### config.mk
export PLATFORM = sky130hd
export DESIGN_NAME = smb_wr_decoder
export DESIGN_NICKNAME = d
export VERILOG_FILES = /design/src/rtl/smb_dec_pkg.sv /design/src/rtl/smb_txn_fsm.sv /design/src/rtl/smb_cmd_exec.sv /design/src/rtl/smb_wr_decoder.sv
export SDC_FILE = /design/constraint.sdc
export NUM_CORES = 1
export LEC_CHECK = 0
export BUFFER_PORTS_ARGS = -buffer_cell sky130_fd_sc_hd__clkbuf_2
export CAP_MARGIN = 20
export CORE_MARGIN = 5
export CORE_UTILIZATION = 47
export DETAILED_ROUTE_END_ITERATION = 8
export MAX_ROUTING_LAYER = met4
export PLACE_DENSITY_LB_ADDON = 0.2
export SLEW_MARGIN = 10
export SYNTH_ARGS = -nofsm -noshare
export SYNTH_HDL_FRONTEND = slang
export SYNTH_SLANG_ARGS = --single-unit
### constraint.sdc
create_clock -name clk -period 1.9 [get_ports clk]
set_input_delay 0.095 -clock clk [delete_from_list [all_inputs] [get_ports clk]]
set_output_delay 0.095 -clock clk [all_outputs]
set_load 0.05 [all_outputs]
### src/rtl/smb_dec_pkg.sv
package smb_dec_pkg;
  localparam int BYTE_W = 8;
  localparam int EE_AW  = 2 * BYTE_W;

  typedef enum logic [2:0] {
    ST_IDLE, ST_ADDR, ST_CMD, ST_DAT1, ST_DAT2, ST_SKIP
  } txn_st_e;

  typedef enum logic [1:0] {
    CK_RAM, CK_EEHI, CK_ERASE, CK_NONE
  } cmd_kind_e;

  // Map a command code onto its meaning, given the code boundaries.
  function automatic cmd_kind_e classify(input logic [BYTE_W-1:0] code,
                                         input logic [BYTE_W-1:0] ram_last,
                                         input logic [BYTE_W-1:0] ee_first,
                                         input logic [BYTE_W-1:0] ee_last,
                                         input logic [BYTE_W-1:0] erase_code);
    if (code <= ram_last)                         return CK_RAM;
    else if (code >= ee_first && code <= ee_last) return CK_EEHI;
    else if (code == erase_code)                  return CK_ERASE;
    else                                          return CK_NONE;
  endfunction

  // Address byte hits when the 7-bit address matches and the write bit is 0.
  function automatic logic addr_hit(input logic [BYTE_W-1:0] b,
                                    input logic [BYTE_W-2:0] slave);
    return (b[BYTE_W-1:1] == slave) && !b[0];
  endfunction
endpackage

### src/rtl/smb_txn_fsm.sv
module smb_txn_fsm
  import smb_dec_pkg::*;
#(
  parameter logic [6:0] SLV_ADDR   = 7'h34,
  parameter logic [7:0] RAM_LAST   = 8'hDF,
  parameter logic [7:0] EE_FIRST   = 8'hF8,
  parameter logic [7:0] EE_LAST    = 8'hFB,
  parameter logic [7:0] ERASE_CODE = 8'hFE
) (
  input  logic              clk,
  input  logic              rst_n,
  input  logic              start_i,
  input  logic              stop_i,
  input  logic              byte_vld_i,
  input  logic [BYTE_W-1:0] byte_i,
  input  logic              busy_i,
  output logic              ack_o,
  output logic              cmd_evt_o,
  output logic              data_evt_o
);
  txn_st_e   st_q;
  cmd_kind_e kind_q;
  logic      framed;
  logic      kind_has_data;
  logic      addr_ok;

  assign framed        = byte_vld_i && !start_i && !stop_i;
  assign kind_has_data = (kind_q == CK_RAM) || (kind_q == CK_EEHI);
  assign addr_ok       = addr_hit(byte_i, SLV_ADDR) && !busy_i;
  assign cmd_evt_o     = framed && (st_q == ST_CMD);
  assign data_evt_o    = framed && (st_q == ST_DAT1) && kind_has_data;

  always_ff @(posedge clk or negedge rst_n) begin
    if (!rst_n) begin
      st_q   <= ST_IDLE;
      kind_q <= CK_NONE;
      ack_o  <= 1'b0;
    end else begin
      ack_o <= 1'b0;
      if (start_i) begin
        st_q <= ST_ADDR;
      end else if (stop_i) begin
        st_q <= ST_IDLE;
      end else if (byte_vld_i) begin
        unique case (st_q)
          ST_ADDR: begin
            ack_o <= addr_ok;
            st_q  <= addr_ok ? ST_CMD : ST_SKIP;
          end
          ST_CMD: begin
            ack_o  <= 1'b1;
            kind_q <= classify(byte_i, RAM_LAST, EE_FIRST, EE_LAST, ERASE_CODE);
            st_q   <= ST_DAT1;
          end
          ST_DAT1: begin
            ack_o <= kind_has_data;
            st_q  <= kind_has_data ? ST_DAT2 : ST_SKIP;
          end
          ST_DAT2: begin
            ack_o <= 1'b1;
            st_q  <= ST_SKIP;
          end
          default: ack_o <= 1'b0;
        endcase
      end
    end
  end


  ack_after_byte_chk: assert property (@(posedge clk) disable iff (!rst_n)
    ack_o |-> $past(byte_vld_i));


  skip_nack_chk: assert property (@(posedge clk) disable iff (!rst_n)
    (st_q == ST_SKIP && framed) |=> !ack_o);


  idle_nack_chk: assert property (@(posedge clk) disable iff (!rst_n)
    (st_q == ST_IDLE && framed) |=> !ack_o);
endmodule

### src/rtl/smb_cmd_exec.sv
module smb_cmd_exec
  import smb_dec_pkg::*;
#(
  parameter logic [7:0] RAM_LAST   = 8'hDF,
  parameter logic [7:0] EE_FIRST   = 8'hF8,
  parameter logic [7:0] EE_LAST    = 8'hFB,
  parameter logic [7:0] ERASE_CODE = 8'hFE
) (
  input  logic              clk,
  input  logic              rst_n,
  input  logic              cmd_evt_i,
  input  logic              data_evt_i,
  input  logic [BYTE_W-1:0] byte_i,
  output logic [BYTE_W-1:0] ram_ptr_o,
  output logic [EE_AW-1:0]  ee_addr_o,
  output logic              reg_we_o,
  output logic [BYTE_W-1:0] reg_waddr_o,
  output logic [BYTE_W-1:0] reg_wdata_o,
  output logic              erase_req_o
);
  logic [BYTE_W-1:0] cmd_q;
  cmd_kind_e         new_kind;
  cmd_kind_e         held_kind;

  assign new_kind  = classify(byte_i, RAM_LAST, EE_FIRST, EE_LAST, ERASE_CODE);
  assign held_kind = classify(cmd_q, RAM_LAST, EE_FIRST, EE_LAST, ERASE_CODE);

  always_ff @(posedge clk or negedge rst_n) begin
    if (!rst_n) begin
      cmd_q       <= '0;
      ram_ptr_o   <= '0;
      ee_addr_o   <= '0;
      reg_we_o    <= 1'b0;
      reg_waddr_o <= '0;
      reg_wdata_o <= '0;
      erase_req_o <= 1'b0;
    end else begin
      reg_we_o    <= 1'b0;
      erase_req_o <= 1'b0;
      if (cmd_evt_i) begin
        cmd_q <= byte_i;
        if (new_kind == CK_RAM)   ram_ptr_o   <= byte_i;
        if (new_kind == CK_ERASE) erase_req_o <= 1'b1;
      end
      if (data_evt_i) begin
        if (held_kind == CK_RAM) begin
          reg_we_o    <= 1'b1;
          reg_waddr_o <= cmd_q;
          reg_wdata_o <= byte_i;
        end
        if (held_kind == CK_EEHI) ee_addr_o <= {cmd_q, byte_i};
      end
    end
  end


  ptr_hold_chk: assert property (@(posedge clk) disable iff (!rst_n)
    !$past(cmd_evt_i) |-> $stable(ram_ptr_o));


  we_source_chk: assert property (@(posedge clk) disable iff (!rst_n)
    reg_we_o |-> $past(data_evt_i));


  ee_hold_chk: assert property (@(posedge clk) disable iff (!rst_n)
    !$past(data_evt_i) |-> $stable(ee_addr_o));


  erase_pulse_chk: assert property (@(posedge clk) disable iff (!rst_n)
    erase_req_o |-> ($past(cmd_evt_i) && !reg_we_o));
endmodule

### src/rtl/smb_wr_decoder.sv
module smb_wr_decoder
  import smb_dec_pkg::*;
#(
  parameter logic [6:0] SLV_ADDR   = 7'h34,
  parameter logic [7:0] RAM_LAST   = 8'hDF,
  parameter logic [7:0] EE_FIRST   = 8'hF8,
  parameter logic [7:0] EE_LAST    = 8'hFB,
  parameter logic [7:0] ERASE_CODE = 8'hFE
) (
  input  logic        clk,
  input  logic        rst_n,
  input  logic        start_i,
  input  logic        stop_i,
  input  logic        byte_vld_i,
  input  logic [7:0]  byte_i,
  input  logic        busy_i,
  output logic        ack_o,
  output logic        reg_we_o,
  output logic [7:0]  reg_waddr_o,
  output logic [7:0]  reg_wdata_o,
  output logic [7:0]  ram_ptr_o,
  output logic [15:0] ee_addr_o,
  output logic        erase_req_o
);
  logic cmd_evt;
  logic data_evt;

  smb_txn_fsm #(
    .SLV_ADDR(SLV_ADDR), .RAM_LAST(RAM_LAST), .EE_FIRST(EE_FIRST),
    .EE_LAST(EE_LAST), .ERASE_CODE(ERASE_CODE)
  ) u_fsm (
    .clk(clk), .rst_n(rst_n), .start_i(start_i), .stop_i(stop_i),
    .byte_vld_i(byte_vld_i), .byte_i(byte_i), .busy_i(busy_i),
    .ack_o(ack_o), .cmd_evt_o(cmd_evt), .data_evt_o(data_evt)
  );

  smb_cmd_exec #(
    .RAM_LAST(RAM_LAST), .EE_FIRST(EE_FIRST),
    .EE_LAST(EE_LAST), .ERASE_CODE(ERASE_CODE)
  ) u_exec (
    .clk(clk), .rst_n(rst_n), .cmd_evt_i(cmd_evt), .data_evt_i(data_evt),
    .byte_i(byte_i), .ram_ptr_o(ram_ptr_o), .ee_addr_o(ee_addr_o),
    .reg_we_o(reg_we_o), .reg_waddr_o(reg_waddr_o), .reg_wdata_o(reg_wdata_o),
    .erase_req_o(erase_req_o)
  );


  single_action_chk: assert property (@(posedge clk) disable iff (!rst_n)
    $countones({reg_we_o, erase_req_o}) <= 1);


  always_ff @(posedge clk) begin
    if (!rst_n) begin
      reset_quiet_chk: assert (!ack_o && !reg_we_o && !erase_req_o);
    end
  end
endmodule

# After elaboration in Yosys (flattened, before gate mapping)
# Index checks and enable logic that the tools add are counted.
# classes
magnitude_cmp	6
n_eq_ne	10
muxes	20
n_bitwise	2
reduce_logical	25
# ops
operator	n
$le A8 B8 Y1 const B	4
$eq A8 B8 Y1 const B	2
$ge A8 B8 Y1 const B	2
$mux W3	4
$pmux W3 S4	1
$mux W1	10
$logic_and A1 B1 Y1	9
$mux W2	4
$reduce_and A2 Y1	4
$eq A7 B6 Y1 const B	1
$eq A3 B2 Y1 const B	2
$logic_not A2 Y1	3
$reduce_bool A6 Y1	1
$eq A2 B1 Y1 const B	2
$logic_not A1 Y1	4
$reduce_and A4 Y1	1
$eq A3 B1 Y1 const B	1
$eq A3 B3 Y1 const B	1
$pmux W1 S3	1
$reduce_bool A3 Y1	1
$eq A2 B2 Y1 const B	1
$not A1 Y1	2
$reduce_or A2 Y1	1
$logic_or A1 B1 Y1	1
# totals
ff_bits	56
in_bits	14
out_inout_bits	43
elab_cells	73

# Longest topological paths before layout
# Gate-level depths: netlist of the first run.
# depth
depth_word	8
mapped_depth	8
depth_no_buf	5

# Hierarchy
# From an unflattened synthesis of the first run, not the netlist that was laid out.
# hier_totals
cells_unflattened	156
area_unflattened_um2	2224.6
# by_module_without_submodules
module	n_inst	cells_each	area_per_inst_um2	seq_area_each_um2
smb_cmd_exec	1	119	1865.5	1251.2
smb_txn_fsm	1	37	359.1	126.4

# Least setup slack after synthesis of the first run
# Ideal clock, no wire load.
# synth_path
path_type	register to register
startpoint	register u_fsm.st_q[2]
endpoint	register u_exec.ee_addr_o[6]
setup_time_ns	0.125
t_arrival_ns	1.933
required_time_ns	1.775
setup_slack_ns	-0.158
stages_incl_launch_ff	7
n_path_buf	2
synth_period_minus_slack_ns	2.058
cell_sequence	dfrtp_1 > buf_6 > nand3b_4 > or4_4 > nor3_4 > buf_6 > mux2_4
# synth_between
elab_chain_cells	4
# synth_rtl
element	line	text
start: declaration	smb_txn_fsm.sv:21	txn_st_e st_q;
start signal: assignment	smb_txn_fsm.sv:48	st_q <= addr_ok ? ST_CMD : ST_SKIP;
start signal: assignment	smb_txn_fsm.sv:57	st_q <= kind_has_data ? ST_DAT2 : ST_SKIP;
$eq A3 B2 Y1	smb_txn_fsm.sv:31	assign data_evt_o = framed && (st_q == ST_DAT1) && kind_has_data;
$logic_and A1 B1 Y1 (2 in series)	smb_txn_fsm.sv:31	
$reduce_and A2 Y1 (no line)	n/a	
end signal: assignment	smb_cmd_exec.sv:51	if (held_kind == CK_EEHI) ee_addr_o <= {cmd_q, byte_i};
end: declaration	smb_cmd_exec.sv:15	output logic [EE_AW-1:0] ee_addr_o,
# No other way between the ends.
# A chain may end at the register's enable or synchronous reset.

# Final worst setup path of the first run
# layout_path
startpoint	register u_fsm.st_q[2]
endpoint	register u_exec.ee_addr_o[5]
# The elaborated chain is that of the path after synthesis.

==> summary.txt, run 1 <==
Clock Sink Count: 55
Synth area leaders: dfrtp_1 (59%), mux2_2 (13%), mux2_4 (8.5%)
Clock Skew: 0.005186 ns
CP Buf/Inv Count: 1
CP max FO: 11
vias in the first global route: 1559
Ant. Diodes: 0
Tightest Hold Check Type: in2reg
most numerous cell in the Yosys netlist: dfrtp_1
Fin. Hold Viols: 0
HPWL after detailed placement: 3.427 mm
Worst Path Arrival: 2.07 ns
crit path kind: reg2reg
Leak Pwr: 1.564 nW
Int Pwr: 1.458 mW
Period Utilization, post-route: 99.06%
IO buf count: 56
Clk Tree Root Cell: clkbuf_8
prevailing post-synth register cell: dfrtp_1
Core Area: 0.004723 sq mm
Filler Cell Count: 393
Post-Syn Area: 0.002300 sq mm
Required @ worst endpoint: 2.09 ns
cell chain of the critical path: nand3b_4 > or4_4 > nor3_4 > buf_12 > mux2_2
final wirelength: 4.574 mm
CTS tree: yes
Die Wd: 79.95 microns
minimum clock period: 1.882 ns
Num CTS Buffers: 5
switching power total: 431.2 uW
clk slew on worst S/H paths: 0.09 ns
Max-cap violations: 0
via count: 1438
GPL Wtd Cong: 0.7866
Crit path largest cell delay: 0.53 ns
remaining global-route overflow: 0
Reg power frac: 62.2%
Pwr Density: 680.4 mW/mm^2
syn nets: 169
H-Tree Depth: 2
Post-synth ARST share: 100.0%
DR DRC count: 0
Slew Limit Fails: 0
Warnings, synthesis: 0
Net Sw Frac: 22.82%
Gate power share: 5.0%
Slew HR: 56.09%
non-filler instance count after layout: 289
Sequential cell area: 0.001378 sq mm
clock latency on the worst-skew pair: 0.30 ns
Initial Utilization: 48.69%
die area: 0.006392 sq mm
endpoints failing setup: 0
FF+latch count, synth: 55
DR vias/cell: 4.976
clk buf depth: 2
number of synthesized flops with an enable pin: 0
Syn Area/Cell: 14.84 sq um
Die Y: 79.95 microns
cell taking the most area after synthesis: dfrtp_1
num rows: 25
Worst Tran Pin Value: 0.6586 ns
cell total after placement: 277
largest net degree at the start of global routing: 56
Final nets: 235
area share of the largest cell type after synthesis: 58.76%
IO Pins: 57
Tot GR Track Use: 16.47%
drt first pass iters: 4
status: completed
final setup margin: 0.01790 ns
unrepaired setup endpoints after global routing: yes
Worst Setup End Kind: register
layout cells sized above 1: 55.41%
critical path's slowest cell: or4_4
footprint of the multi-input gates: 844.6 sq um
commonest cells in the netlist: dfrtp_1 (54), mux2_2 (27), mux2_4 (13)
Seq/Total Area, Yosys: 59.90%
per-cell routed wire length: 15.83 microns
initial antenna violation count: 0
Clk pwr share: 32.8%
Syn Inst Count: 155
Area Overhead vs Synth: 20.73%
Routed Antenna Nets: 0
count of cell types in the netlist: 36
dpl ws: 0.009115 ns
Top Family by Delay on Critical Path: simple AND/OR/NAND/NOR gates
highest clock rate: 531.3 MHz
initial drt markers: 77
startpoint types: register
Max rail drop VDD: 0.0004709 V
first-pass GRT wire length: 7.762 mm
==> stage by stage <==
step / instance area, sq um / setup TNS [ns] / total power [mW] / util, % / hold WS, ns
after CTS: 2776 / 0 / 1.909 / 58.78 / 0.06060
final: 2776 / 0 / 1.889 / 58.78 / 0.06054
after floorplan: 2300 / -1.110 / 1.229 / - / -0.2006
after global placement: 2655 / 0 / 1.287 / 56.21 / 0.2446
after global routing: 2776 / -0.1897 / 1.970 / 58.78 / 0.07060
after detailed placement: 2655 / 0 / 1.291 / 56.21 / 0.2607
==> cell families after synthesis <==
family,after synthesis,synth area share [%]
AOI/OAI and AO/OA,10,3.646
xor gates and xnor gates,2,0.7618
DFF,55,59.90
and+or+nand+nor,38,10.61
buffers and inverters,10,3.373
muxes,40,21.71
==> power by group through the flow <==
stage | clock network, mW | registers [mW] | logic, mW
after floorplan | 0 | 1.20 | 0.0277
after global placement | 0 | 1.20 | 0.0878
after detailed placement | 0 | 1.20 | 0.0921
after CTS | 0.637 | 1.18 | 0.0954
after global routing | 0.686 | 1.18 | 0.108
final | 0.619 | 1.18 | 0.0937
==> final timing paths <==
kind / slack [ns] / end / depth (start not counted) / from
worst max-delay path: 0.02 / u_exec.ee_addr_o[5] / 5 / u_fsm.st_q[2]
worst min-delay path: 0.06 / u_exec.erase_req_o / 2 / byte_i[0]
worst max register to register: 0.02 / u_exec.ee_addr_o[5] / 5 / u_fsm.st_q[2]
worst min register to register: 0.48 / u_fsm.kind_q[1] / 2 / u_fsm.kind_q[1]
max in group asynchronous: 1.02 / u_fsm.ack_o / 3 / rst_n
min in group asynchronous: 0.45 / u_exec.reg_waddr_o[3] / 3 / rst_n
==> registers in the layout (all words and copies together), names as in the netlist <==
| register | count |
|---|---|
| u_exec.ram_ptr_o | 8 |
| u_exec.reg_waddr_o | 8 |
| u_fsm.ack_o | 1 |
| u_exec.reg_wdata_o | 8 |
| u_exec.erase_req_o | 1 |
| u_fsm.st_q | 3 |
| u_exec.reg_we_o | 1 |
| u_exec.cmd_q | 8 |
| u_exec.ee_addr_o | 16 |
| u_fsm.kind_q | 1 |
==> timing repair <==
item                                    in CTS  in global routing
hold endpoints to repair                    55                  0
endpoints found under the setup margin       2                  6
hold buffers                                 3                  0
resized for setup                            0                  0
setup buffers                                1                  0
==> cell type report <==
type                            count  area share (%)
Clock buffer                        5           2.479
Sequential cell                    55           49.62
Timing Repair Buffer               66           13.52
Multi-Input combinational cell     90           30.42
Tap cell                           67           3.019
Inverter                            3          0.4056
Clock inverter                      3          0.5408
==> placed cells by master, fill, tap and decap left out, types with 2 or more instances in the layout <==
cell and instances:
nor4b_1 2, nand3_1 3, o22a_2 2, clkbuf_2 56
inv_1 3, nor2b_1 2, clkbuf_8 5, mux2_2 27
nand2b_1 2, or2_2 5, clkinv_2 3, xnor2_1 2
buf_4 6, nor3_1 2, nand2_1 10, nor2_1 3
dfrtp_1 54, mux2_4 13, dlygate4sd3_1 3
==> layer usage <==
metal | track usage, % | up-vias | routed length, microns | part of all wire, %
li1 | - | 680 | - | -
met5 | - | - | 0 | 0
met1 | 21.46 | 710 | 2141 | 47
met3 | 4.176 | 6 | 210 | 4.6
met4 | 4.561 | 0 | 48 | 1.0
met2 | 25.66 | 42 | 2173 | 48
==> worst reg2reg max path, cell delays in order (launching register included) <==
cell and delay, ns:
dfrtp_1 0.40, nand3b_4 0.16, or4_4 0.53, nor3_4 0.18, buf_12 0.17, mux2_2 0.34
Note: power is estimated with default switching activity, not from simulation.
==> run 2, diff against run 1 <==
- CORE_ASPECT_RATIO: not set -> 0.9
- CORE_MARGIN: 5 -> not set
- REMOVE_ABC_BUFFERS: not set -> 1
==> run 2 against run 1 <==
Net effect:
- the flow now finishes with violations (negative setup slack)
- final area is 1.5% higher
- wire length is 4.4% higher
- global-route usage is 4.7 points higher
- core utilization is 2.8 points higher
- via count is 4.7% higher
- non-clock buffer count is 2 higher
- total power is 2.7% higher
- sequential share of layout area is 0.73 points lower
- critical endpoint is now u_exec.ee_addr_o[0]
==> summary.txt, run 2 (same netlist as run 1, synthesis figures left out) <==
via count: 1505 (was 1438)
commonest non-fill, non-tap cell in the layout: clkbuf_2 (unchanged)
drt first pass iters: 4 (unchanged)
max reg flops: 16 (unchanged)
Die Y: 68.36 microns (was 79.95 microns)
layout cells sized above 1: 56.25% (was 55.41%)
hold path start: byte_i[0] (unchanged)
Num CTS Buffers: 5 (unchanged)
Routed Antenna Nets: 0 (unchanged)
initial drt markers: 107 (was 77)
Fin. Hold Viols: 0 (unchanged)
Max-cap violations: 0 (unchanged)
Clock Skew: 0.009452 ns (was 0.005186 ns)
Required @ worst endpoint: 2.10 ns (was 2.09 ns)
clk slew on worst S/H paths: 0.10 ns (was 0.09 ns)
Tightest Hold Check Type: in2reg (unchanged)
Clock Sink Count: 55 (unchanged)
largest net degree at the start of global routing: 24 (was 56)
minimum clock period: 1.908 ns (was 1.882 ns)
highest clock rate: 524.0 MHz (was 531.3 MHz)
num rows: 23 (was 25)
dpl ws: -0.02896 ns (was 0.009115 ns)
Final nets: 237 (was 235)
Max rail drop VDD: 0.0004500 V (was 0.0004709 V)
Clk Tree Root Cell: clkbuf_8 (unchanged)
HPWL after detailed placement: 3.450 mm (was 3.427 mm)
Core Area: 0.004576 sq mm (was 0.004723 sq mm)
Filler Cell Count: 357 (was 393)
footprint of the multi-input gates: 869.6 sq um (was 844.6 sq um)
Sequential cell area: 0.001378 sq mm (unchanged)
clock latency on the worst-skew pair: 0.31 ns (was 0.30 ns)
DR vias/cell: 5.262 (was 4.976)
IO buf count: 56 (unchanged)
reg2reg setup slack: -0.008 ns (was 0.02 ns)
H-Tree Depth: 2 (unchanged)
Pwr Density: 688.4 mW/mm^2 (was 680.4 mW/mm^2)
final setup margin: -0.008225 ns (was 0.01790 ns)
most frequent cells in the layout: clkbuf_2 (56), dfrtp_1 (54), mux2_2 (21) (was clkbuf_2 (56), dfrtp_1 (54), mux2_2 (27))
remaining global-route overflow: 0 (unchanged)
CP max FO: 15 (was 11)
Leak Pwr: 1.580 nW (was 1.564 nW)
Period Utilization, post-route: 100.4% (was 99.06%)
failing checks: negative setup slack
Worst Setup End Kind: register (unchanged)
Tot GR Track Use: 21.16% (was 16.47%)
status: complete, but fails checks (was completed)
Worst Tran Pin Value: 0.5541 ns (was 0.6586 ns)
GPL Wtd Cong: 0.9362 (was 0.7866)
IO Pins: 57 (unchanged)
Largest Register: u_exec.ee_addr_o (unchanged)
cell total after placement: 274 (was 277)
clk buf depth: 2 (unchanged)
Slew Limit Fails: 0 (unchanged)
setup TNS: -0.008225 ns (was 0 ns)
vias in the first global route: 1498 (was 1559)
Worst Hold Depth: 2 (unchanged)
per-cell routed wire length: 16.69 microns (was 15.83 microns)
Die Wd: 75.74 microns (was 79.95 microns)
non-filler instance count after layout: 286 (was 289)
crit path kind: reg2reg (unchanged)
Worst Path Arrival: 2.11 ns (was 2.07 ns)
initial antenna violation count: 0 (unchanged)
CTS tree: yes (unchanged)
r2r worst-path depth: 5 (unchanged)
Worst Hold Path EP: u_exec.erase_req_o (unchanged)
RR Startpoint: u_fsm.st_q[2] (unchanged)
startpoint types: register (unchanged)
first-pass GRT wire length: 7.583 mm (was 7.762 mm)
unrepaired setup endpoints after global routing: yes (unchanged)
Slew HR: 63.06% (was 56.09%)
capture point of the worst reg-to-reg path: u_exec.ee_addr_o[0] (was u_exec.ee_addr_o[5])
Area Overhead vs Synth: 22.52% (was 20.73%)
Ant. Diodes: 0 (unchanged)
endpoints failing setup: 1 (was 0)
Initial Utilization: 50.26% (was 48.69%)
Final Util: 61.58% (was 58.78%)
final wirelength: 4.774 mm (was 4.574 mm)
die area: 0.005177 sq mm (was 0.006392 sq mm)
DR DRC count: 0 (unchanged)
run 2: worst max path at each step:
stage / start / end / slack [ns] / cells past startpoint
finish: u_fsm.st_q[2] / u_exec.ee_addr_o[0] / -0.008 / 5
global route: u_fsm.st_q[2] / u_exec.ee_addr_o[0] / -0.07 / 5
CTS: u_fsm.st_q[2] / u_exec.ee_addr_o[2] / -0.03 / 5
detailed placement: u_fsm.st_q[2] / u_exec.ee_addr_o[0] / -0.03 / 5
global placement: u_fsm.st_q[2] / u_exec.ee_addr_o[1] / 0.03 / 5
floorplan: u_fsm.st_q[2] / u_exec.ee_addr_o[0] / -0.26 / 4
run 2: area by class of cell:
class	count	share of cell area, %
inverters	3	0.3996
clock buffers	5	2.442
flip-flops and latches	55	48.89
multi-input cells	90	30.86
well taps	62	2.753
clock inverters	3	0.7993
repair buffers	68	13.85
run 2: what timing repair did:
action	CTS	global route
hold buffers	3	0
pin swaps	0	0
endpoints found under the hold margin	22	0
setup endpoints to repair	6	12
resized for setup	3	4
gates cloned	0	0
buffers inserted	0	1
run 2: stage by stage:
step / cell area (sq um) / power, mW / hold WS (ns)
floorplan: 2233 / 1.227 / -0.2006
global placement: 2664 / 1.288 / 0.08969
detailed placement: 2664 / 1.295 / 0.1089
CTS: 2796 / 1.955 / 0.02561
global route: 2818 / 2.023 / 0.04365
finish: 2818 / 1.940 / 0.02829
run 2: report_power, final:
group          internal, mW  leakage [nW]  switching [mW]
combinational        0.0334         0.770          0.0658
sequential             1.17         0.762         0.00312
clock                 0.268        0.0489           0.397
run 2: layer usage:
metal | vias up | track usage, % | share of wire, %
met5 | - | - | 0
met2 | 44 | 33.15 | 49
met1 | 765 | 27.41 | 46
met3 | 7 | 4.418 | 3.5
met4 | 0 | 7.639 | 1.3
li1 | 689 | - | -
run 2: worst max-delay path: stages, from the launching register on:
cell      delay, ns
dfrtp_1        0.39
nand3b_4       0.16
or4_4          0.53
nor3_4         0.22
buf_12         0.19
mux2_4         0.31
==> run 3, diff against run 2 <==
- PLACE_DENSITY: not set -> 0.84
- PLACE_DENSITY_LB_ADDON: 0.2 -> not set
==> run 3 against run 2 <==
Net effect:
- the run now ends clean
- final area up 0.27%
- worst hold slack worse by 0.0094 ns
- critical path depth unchanged
- core utilization up 0.16 points
- sequential power about the same
- flip-flop and latch count unchanged
- die area unchanged
- register-to-register slack better by 0.06 ns
- clock skew down 0.0033 ns
- setup slack better by 0.065 ns
- critical endpoint is now u_exec.ee_addr_o[2]
==> summary.txt, run 3 (same netlist as run 1, synthesis figures left out) <==
unrepaired setup endpoints after global routing: no (was yes)
initial drt markers: 77 (was 107)
RR Startpoint: u_fsm.st_q[2] (unchanged)
CP max FO: 6 (was 15)
IO buf count: 56 (unchanged)
Slew Limit Fails: 0 (unchanged)
Fin. Hold Viols: 0 (unchanged)
Filler Cell Count: 357 (unchanged)
final wirelength: 4.771 mm (was 4.774 mm)
Die Wd: 75.74 microns (unchanged)
Num CTS Buffers: 5 (unchanged)
Worst Setup End Kind: register (unchanged)
die area: 0.005177 sq mm (unchanged)
endpoints failing setup: 0 (was 1)
IO Pins: 57 (unchanged)
minimum clock period: 1.843 ns (was 1.908 ns)
cell total after placement: 277 (was 274)
DR DRC count: 0 (unchanged)
Tot GR Track Use: 20.18% (was 21.16%)
first-pass GRT wire length: 7.279 mm (was 7.583 mm)
Largest Register: u_exec.ee_addr_o (unchanged)
most frequent cells in the layout: clkbuf_2 (56), dfrtp_1 (54), mux2_2 (21) (unchanged)
clk slew on worst S/H paths: 0.09 ns (was 0.10 ns)
Die Y: 68.36 microns (unchanged)
switching power total: 429.9 uW (was 465.8 uW)
Final Util: 61.74% (was 61.58%)
clock latency on the worst-skew pair: 0.30 ns (was 0.31 ns)
reg2reg setup slack: 0.06 ns (was -0.008 ns)
Clk pwr share: 35.3% (was 34.2%)
Max rail drop VDD: 0.0003740 V (was 0.0004500 V)
Routed Antenna Nets: 0 (unchanged)
H-Tree Depth: 2 (unchanged)
Ant. Diodes: 0 (unchanged)
Max-cap violations: 0 (unchanged)
layout cells sized above 1: 56.89% (was 56.25%)
Worst Hold Depth: 2 (unchanged)
setup TNS: 0 ns (was -0.008225 ns)
CTS tree: yes (unchanged)
highest clock rate: 542.5 MHz (was 524.0 MHz)
Int Pwr: 1.537 mW (was 1.474 mW)
r2r worst-path depth: 5 (unchanged)
DR vias/cell: 5.188 (was 5.262)
Slew HR: 55.20% (was 63.06%)
Core Area: 0.004576 sq mm (unchanged)
Worst Hold Path EP: u_fsm.st_q[1] (was u_exec.erase_req_o)
per-cell routed wire length: 16.62 microns (was 16.69 microns)
startpoint types: register (unchanged)
Area Overhead vs Synth: 22.85% (was 22.52%)
Worst Path Arrival: 2.04 ns (was 2.11 ns)
Final nets: 238 (was 237)
via count: 1489 (was 1505)
GPL Wtd Cong: 0.9093 (was 0.9362)
Gate power share: 4.9% (was 5.1%)
remaining global-route overflow: 0 (unchanged)
Leak Pwr: 1.584 nW (was 1.580 nW)
worst hold slack: 0.01885 ns (was 0.02829 ns)
drt first pass iters: 4 (unchanged)
Clk Tree Root Cell: clkbuf_8 (unchanged)
Initial Utilization: 50.26% (unchanged)
status: completed (was complete, but fails checks)
crit path kind: reg2reg (unchanged)
Pwr Density: 696.3 mW/mm^2 (was 688.4 mW/mm^2)
Required @ worst endpoint: 2.09 ns (was 2.10 ns)
largest net degree at the start of global routing: 56 (was 24)
max reg flops: 16 (unchanged)
Reg power frac: 59.8% (was 60.6%)
Tightest Hold Check Type: in2reg (unchanged)
initial antenna violation count: 0 (unchanged)
Clock Sink Count: 55 (unchanged)
commonest non-fill, non-tap cell in the layout: clkbuf_2 (unchanged)
vias in the first global route: 1400 (was 1498)
Clock Skew: 0.006122 ns (was 0.009452 ns)
Worst Tran Pin Value: 0.6720 ns (was 0.5541 ns)
num rows: 23 (unchanged)
Period Utilization, post-route: 97.02% (was 100.4%)
Net Sw Frac: 21.85% (was 24.01%)
HPWL after detailed placement: 3.421 mm (was 3.450 mm)
hold path start: start_i (was byte_i[0])
non-filler instance count after layout: 287 (was 286)
capture point of the worst reg-to-reg path: u_exec.ee_addr_o[2] (was u_exec.ee_addr_o[0])
clk buf depth: 2 (unchanged)
==> run 3: cell count changes in the layout (fill, tap and decap cells not counted), sizes merged <==
cell         change
buf              +3
clkbuf           +2
dlygate4sd3      -2
inv              -2
clkinv           -1
clkinvlp         +1
==> run 3: metrics by stage <==
stage,setup slack (ns),power [mW],instance area [sq um]
after floorplan,-0.2576,1.227,2233
after global placement,0.05063,1.292,2674
after detailed placement,-0.009512,1.295,2674
after CTS,0.01678,1.977,2795
after global routing,0.003695,2.041,2825
final,0.05657,1.967,2825
==> run 3: power by group through the flow <==
stage	clock [mW]	sequential (mW)	combinational, mW
6_report	0.694	1.18	0.0973
5_1_grt	0.755	1.18	0.109
4_1_cts	0.704	1.18	0.0977
3_5_place_dp	0	1.20	0.0957
3_3_place_gp	0	1.20	0.0935
2_1_floorplan	0	1.20	0.0231
==> run 3: layer usage <==
| metal | share of wire, % | wire length (microns) | track usage, % | vias up |
|---|---|---|---|---|
| li1 | - | - | - | 689 |
| met5 | 0 | 0 | - | - |
| met3 | 3.5 | 166 | 3.976 | 5 |
| met1 | 46 | 2211 | 26.17 | 754 |
| met4 | 0.75 | 36 | 6.250 | 0 |
| met2 | 49 | 2357 | 32.14 | 41 |
==> run 3: worst max path at each step <==
| stage | slack, ns | cells past startpoint | end | startpoint |
|---|---|---|---|---|
| after floorplan | -0.26 | 4 | u_exec.ee_addr_o[0] | u_fsm.st_q[2] |
| after global placement | 0.05 | 5 | u_exec.ee_addr_o[5] | u_fsm.st_q[2] |
| after detailed placement | -0.01 | 5 | u_exec.ee_addr_o[2] | u_fsm.st_q[2] |
| after CTS | 0.02 | 5 | u_exec.ee_addr_o[1] | u_fsm.st_q[2] |
| after global routing | 0.004 | 5 | u_exec.ee_addr_o[2] | u_fsm.st_q[2] |
| final | 0.06 | 5 | u_exec.ee_addr_o[2] | u_fsm.st_q[2] |
==> run 3: layout make-up <==
class                           count  area, sq um  area share, %
Sequential cell                    55         1378          48.76
Clock inverter                      1        7.507         0.2657
Timing Repair Buffer               69        387.9          13.73
Multi-Input combinational cell     90        867.1          30.69
Inverter                            3        11.26         0.3986
Clock buffer                        7        96.34          3.410
Tap cell                           62        77.57          2.746
==> run 3: timing repair <==
| action | in CTS | in global routing |
|---|---|---|
| endpoints found under the setup margin | 6 | 5 |
| setup buffers | 0 | 1 |
| gates resized for setup | 2 | 6 |
| pin swaps | 1 | 0 |
| endpoints found under the hold margin | 54 | 0 |
| hold buffers | 1 | 0 |
==> run 3: worst max-delay path: stages (launching register included) <==
cell      delay [ns]
dfrtp_1         0.39
nand3b_4        0.16
or4_4           0.52
nor3_4          0.18
buf_6           0.18
mux2_4          0.31
